===== config.mk =====
export PLATFORM = sky130hd
export DESIGN_NAME = cond_run_tracker
export DESIGN_NICKNAME = d
export VERILOG_FILES = /design/src/rtl/cond_run_pkg.sv /design/src/rtl/cond_run_state.sv /design/src/rtl/cond_run_decode.sv /design/src/rtl/cond_flag_eval.sv /design/src/rtl/cond_run_tracker.sv
export SDC_FILE = /design/constraint.sdc
export NUM_CORES = 1
export LEC_CHECK = 0
export BUFFER_PORTS_ARGS = -buffer_cell sky130_fd_sc_hd__buf_2
export CAP_MARGIN = 15
export CELL_PAD_IN_SITES_DETAIL_PLACEMENT = 0
export CELL_PAD_IN_SITES_GLOBAL_PLACEMENT = 1
export CORE_MARGIN = 4
export CORE_UTILIZATION = 27
export DETAILED_ROUTE_END_ITERATION = 6
export PLACE_DENSITY = 0.76
export SLEW_MARGIN = 5
export SYNTH_ARGS = -nofsm -noshare
export SYNTH_HDL_FRONTEND = slang
export SYNTH_SLANG_ARGS = --single-unit

===== constraint.sdc =====
create_clock -name clk -period 2.1 [get_ports clk]
set_input_delay 0.105 -clock clk [delete_from_list [all_inputs] [get_ports clk]]
set_output_delay 0.105 -clock clk [all_outputs]
set_load 0.005 [all_outputs]

===== src/rtl/cond_run_pkg.sv =====
package cond_run_pkg;

    localparam int COND_W = 4;
    localparam int BASE_W = COND_W - 1;
    localparam logic [COND_W-1:0] COND_ALWAYS = 4'hE;

    // Base pair codes (condition bits [3:1]); bit 0 inverts the test.
    typedef enum logic [BASE_W-1:0] {
        PAIR_ZERO  = 3'd0,
        PAIR_CARRY = 3'd1,
        PAIR_NEG   = 3'd2,
        PAIR_OVF   = 3'd3,
        PAIR_HIGH  = 3'd4,
        PAIR_SGE   = 3'd5,
        PAIR_SGT   = 3'd6,
        PAIR_ANY   = 3'd7
    } cond_pair_e;

    function automatic logic cond_holds(input logic [COND_W-1:0] code,
                                        input logic [3:0]        fl);
        logic n_f, z_f, c_f, v_f, raw;
        n_f = fl[3];
        z_f = fl[2];
        c_f = fl[1];
        v_f = fl[0];
        unique case (cond_pair_e'(code[COND_W-1:1]))
            PAIR_ZERO:  raw = z_f;
            PAIR_CARRY: raw = c_f;
            PAIR_NEG:   raw = n_f;
            PAIR_OVF:   raw = v_f;
            PAIR_HIGH:  raw = c_f & ~z_f;
            PAIR_SGE:   raw = (n_f == v_f);
            PAIR_SGT:   raw = ~z_f & (n_f == v_f);
            default:    raw = 1'b1;
        endcase
        if (cond_pair_e'(code[COND_W-1:1]) == PAIR_ANY) begin
            return 1'b1;
        end
        return raw ^ code[0];
    endfunction

endpackage


===== src/rtl/cond_run_state.sv =====
module cond_run_state
    import cond_run_pkg::*;
#(
    parameter int   MAX_RUN = 4,
    parameter logic T_RESET = 1'b1
) (
    input  logic                  clk,
    input  logic                  rst_n,
    input  logic                  load_i,
    input  logic [COND_W-1:0]     load_cond_i,
    input  logic [MAX_RUN-1:0]    load_mask_i,
    input  logic                  retire_i,
    input  logic                  j_wr_i,
    input  logic                  j_val_i,
    input  logic                  isa_wr_i,
    input  logic                  isa_val_i,
    output logic [BASE_W-1:0]     base_o,
    output logic [MAX_RUN:0]      field_o,
    output logic                  t_o,
    output logic                  j_o
);

    localparam int FIELD_W = MAX_RUN + 1;

    typedef struct packed {
        logic [BASE_W-1:0]  base;
        logic [FIELD_W-1:0] field;
        logic               t;
        logic               j;
    } run_state_t;

    run_state_t s_d, s_q;

    logic               active_q;
    logic [FIELD_W-1:0] shifted_d;

    always_comb begin
        s_d       = s_q;
        active_q  = |s_q.field[FIELD_W-2:0];
        shifted_d = {s_q.field[FIELD_W-2:0], 1'b0};

        if (load_i && (|load_mask_i)) begin
            s_d.base  = load_cond_i[COND_W-1:1];
            s_d.field = {load_cond_i[0], load_mask_i};
        end else if (retire_i && active_q) begin
            if (shifted_d[FIELD_W-2:0] == '0) begin
                s_d.base  = '0;
                s_d.field = '0;
            end else begin
                s_d.field = shifted_d;
            end
        end

        if (isa_wr_i) begin
            s_d.t = isa_val_i;
        end
        if (j_wr_i) begin
            s_d.j = j_val_i;
        end
    end

    always_ff @(posedge clk) begin
        if (!rst_n) begin
            s_q.base  <= '0;
            s_q.field <= '0;
            s_q.t     <= T_RESET;
            s_q.j     <= 1'b0;
        end else begin
            s_q <= s_d;
        end
    end

    assign base_o  = s_q.base;
    assign field_o = s_q.field;
    assign t_o     = s_q.t;
    assign j_o     = s_q.j;

endmodule


===== src/rtl/cond_run_decode.sv =====
module cond_run_decode
    import cond_run_pkg::*;
#(
    parameter int MAX_RUN = 4
) (
    input  logic [BASE_W-1:0] base_i,
    input  logic [MAX_RUN:0]  field_i,
    output logic              in_block_o,
    output logic              invalid_o,
    output logic [COND_W-1:0] next_cond_o
);

    localparam int FIELD_W = MAX_RUN + 1;

    logic low_clear;

    always_comb begin
        low_clear   = (field_i[FIELD_W-2:0] == '0);
        in_block_o  = ~low_clear;
        invalid_o   = low_clear & ((base_i != '0) | field_i[FIELD_W-1]);
        next_cond_o = in_block_o ? {base_i, field_i[FIELD_W-1]} : COND_ALWAYS;
    end

endmodule


===== src/rtl/cond_flag_eval.sv =====
module cond_flag_eval
    import cond_run_pkg::*;
(
    input  logic [COND_W-1:0] cond_i,
    input  logic [3:0]        nzcv_i,
    input  logic              active_i,
    output logic              pass_o
);

    always_comb begin
        pass_o = active_i ? cond_holds(cond_i, nzcv_i) : 1'b1;
    end

endmodule


===== src/rtl/cond_run_tracker.sv =====
module cond_run_tracker
    import cond_run_pkg::*;
#(
    parameter int   MAX_RUN = 4,
    parameter logic T_RESET = 1'b1
) (
    input  logic                  clk,
    input  logic                  rst_n,
    input  logic                  load_i,
    input  logic [3:0]            load_cond_i,
    input  logic [MAX_RUN-1:0]    load_mask_i,
    input  logic                  retire_i,
    input  logic [3:0]            nzcv_i,
    input  logic                  debug_i,
    input  logic                  sr_wr_i,
    input  logic [MAX_RUN+5:0]    sr_wr_data_i,
    input  logic                  isa_wr_i,
    input  logic                  isa_val_i,
    output logic [3:0]            next_cond_o,
    output logic                  in_block_o,
    output logic                  cond_pass_o,
    output logic                  invalid_o,
    output logic [MAX_RUN+5:0]    sr_rd_o,
    output logic                  t_o,
    output logic                  j_o
);

    localparam int FIELD_W = MAX_RUN + 1;
    localparam int IT_W    = BASE_W + FIELD_W;
    localparam int SR_W    = IT_W + 2;

    logic [BASE_W-1:0]  base_q;
    logic [FIELD_W-1:0] field_q;
    logic               unused_sr_bits;

    // Only the top write bit (state select) is honoured.
    assign unused_sr_bits = ^sr_wr_data_i[SR_W-2:0];

    cond_run_state #(.MAX_RUN(MAX_RUN), .T_RESET(T_RESET)) u_state (
        .clk         (clk),
        .rst_n       (rst_n),
        .load_i      (load_i),
        .load_cond_i (load_cond_i),
        .load_mask_i (load_mask_i),
        .retire_i    (retire_i),
        .j_wr_i      (sr_wr_i),
        .j_val_i     (sr_wr_data_i[SR_W-1]),
        .isa_wr_i    (isa_wr_i),
        .isa_val_i   (isa_val_i),
        .base_o      (base_q),
        .field_o     (field_q),
        .t_o         (t_o),
        .j_o         (j_o)
    );

    cond_run_decode #(.MAX_RUN(MAX_RUN)) u_decode (
        .base_i      (base_q),
        .field_i     (field_q),
        .in_block_o  (in_block_o),
        .invalid_o   (invalid_o),
        .next_cond_o (next_cond_o)
    );

    cond_flag_eval u_eval (
        .cond_i   (next_cond_o),
        .nzcv_i   (nzcv_i),
        .active_i (in_block_o),
        .pass_o   (cond_pass_o)
    );

    always_comb begin
        sr_rd_o = {j_o, t_o, (debug_i ? {base_q, field_q} : {IT_W{1'b0}})};
    end

endmodule


==> flow_summary.ini <==
[outcome]
outcome = finished, final reports clean

[floorplan]
die-area_um2 = 3517
die_w_um = 59.31
placement_rows = 18
coreArea_um2 = 2500
io_pins = 49
die_h_um = 59.31
start_util = 0.2843

[drt]
wire_per_inst_um = 12.29
first_pass_iters = 4
finalWirelength_um = 1856
via_per_inst = 4.947
drt_iter0_drc = 9
num_vias = 747
ant_nets = 0
remaining_drc_errors = 0

[logic_synthesis]
synth-main-ff-cell = dfxtp_1
ys_seq_area_frac = 0.2817
ys_async_sr_fraction = 0
yosys_register_bits = 10
yosysWarningCount = 0
yosysUniqueCellTypes = 33
synth_edf_count = 0
synthCells = 83
synth_area_per_cell_um2 = 8.562
synthesis.area_um2 = 710.7
synth.net_count = 113

[power]
switching_power_w = 0.0001705
p_clk_frac = 0.293
power.density_nw_per_um2 = 599.0
power.total_w = 0.0005838
internal_power_w = 0.0004133
pwr-share-seq = 0.381
swShare = 0.2920
p_comb_frac = 0.327
p_leak_nw = 0.5141
worst_ir_drop_vdd_mv = 0.4246

[timing]
rsz0062_at_grt = true
worst_pin_slew_ns = 0.7883
setup_viol = 0
slew-limit-headroom = 0.4687
skew_ns = 0.004590
finalCritPeriodShare = 0.9805
worst_slack_ns = 0.04100
max_freq_ghz = 0.4857
fin_crit_ns = 2.059
hold_viol = 0
slew_violations = 0
hold_ws_ns = 0.05319

[grt]
grt_max_degree = 11
antenna_found_initial = 0
grt_pass1_wl_um = 2849
overflow = 0
grt_pass1_vias = 673
grt_usage = 0.1064

[finish]
syn2layout_area_growth_pct = 37.15
layout.nets = 152
final_core_util = 0.3899
stdcell_count = 151
layout-drive-gt1-share = 0.4628
multi_input_area_um2 = 476.7
seq_area_um2 = 206.4
nFillCells = 262
antenna_cells = 0

[clock_network]
cts_tree = yes
cts.path.max_buffers = 2
cts_root_buffer = clkbuf_4
htree_levels = 1
clk_latency_ns = 0.26
clock_sinks = 10
cts_made_buffers = 3
cts.reportedPaths.clkPinSlew_ns = 0.07

[worst_setup_path]
required_ns = 2.00
path_max_fanout = 7
path_class = reg -> out
crit_path_start_kind = register
r2r_slack_ns = 0.51
crit_arrival_ns = 1.95
endpoint_kind = output pin

[place]
gp_congestion = 0.7002
pre_cts_ws_ns = 0.2715
port_buffers = 39
dpl.hpwl_um = 1476
dp_cells = 144

[run]
cap_violations = 0

[hold_path]
hold_path.class = in -> reg
[synthesized netlist by cell type, drive strengths merged, types with 2 or more instances]
cell     n  area share
buf      5       0.051
nand3    2       0.014
dfxtp   10        0.28
a22oi    5       0.072
a31oi    2       0.018
mux2i    4       0.056
or2b     3       0.033
nor3     2       0.014
nor2     2       0.011
o211a    4       0.056
nor2b    5       0.044
nand2   13       0.069
clkbuf   3       0.016
and2     9       0.083
[kinds of logic after synthesis]
kind of cell,share of synthesized area
AOI/OAI and AO/OA,0.2694
and+or+nand+nor,0.3134
xor gates and xnor gates,0.01233
DFF,0.2817
muxes,0.05634
buffers and inverters,0.06689
[power groups by stage]
stage                     registers, W  clock network (W)  logic, W
after CTS                     0.000223           0.000178  0.000182
after global placement        0.000226                  0  0.000168
after detailed placement      0.000227                  0  0.000173
final                         0.000222           0.000171  0.000191
after global routing          0.000226           0.000191  0.000210
after floorplan               0.000216                  0  0.000121
[metal layers]
metal,vias to the layer above,part of all wire,wire length (um),GRT usage
li1,376,-,-,-
met1,348,0.42,772,0.1204
met2,23,0.51,949,0.1888
met3,0,0.072,134,0.02179
met4,0,0,0,0.04854
met5,-,0,0,0
[layout by cell type (no fill, tap or decap), drive strengths merged]
cell type   n
xnor2       1
nor3        2
a211o       1
o21ai       1
o21bai      1
nand3       2
o211a       4
a22oi       5
and2        9
nor2        2
or4         1
a2bb2oi     1
dfxtp      10
o211ai      1
nor2b       5
nor3b       1
nand3b      1
clkbuf      4
a31oi       2
o41a        1
or2b        3
buf        42
o41ai       1
nand2      13
mux2i       4
nor4        1
a21boi      1
a32oi       1
[worst paths after layout]
path	endpoint	cells after the start	from
setup / recovery	cond_pass_o	6	u_state.field_o[0]
hold / removal	u_state.t_o	3	isa_val_i
setup reg to reg	u_state.field_o[2]	5	u_state.field_o[0]
hold reg to reg	u_state.t_o	2	u_state.t_o
[registers in the layout, summed over array words and instances (netlist names)]
name,flops
u_state.j_o,1
u_state.t_o,1
u_state.base_o,3
u_state.field_o,5
[critical path, stage by stage, from the launching register on]
cell	delay [ns]
dfxtp_4	0.34
or4_4	0.59
or2b_4	0.25
a2bb2oi_4	0.05
a211o_1	0.27
nand3_1	0.08
buf_2	0.11
[what timing repair did]
action / CTS / global route
pin swaps: 1 / 3
resized for setup: 1 / 5
setup endpoints to repair: 1 / 1
buffers inserted: 2 / 1
hold buffers: 0 / 0
[stage by stage]
stage                     TNS [ns]  instance area [um2]
after global placement           0                895.9
after detailed placement         0                895.9
after CTS                        0                948.4
after floorplan                  0                710.7
after global routing      -0.03351                974.7
final                            0                974.7
[final cells by class]
cell class / instances / share of cell area
Tap cell: 30 / 0.03851
Sequential cell: 10 / 0.2118
Timing Repair Buffer: 42 / 0.2234
Clock buffer: 4 / 0.03723
Multi-Input combinational cell: 65 / 0.4891
No activity file was read; power rests on OpenSTA's default activity.
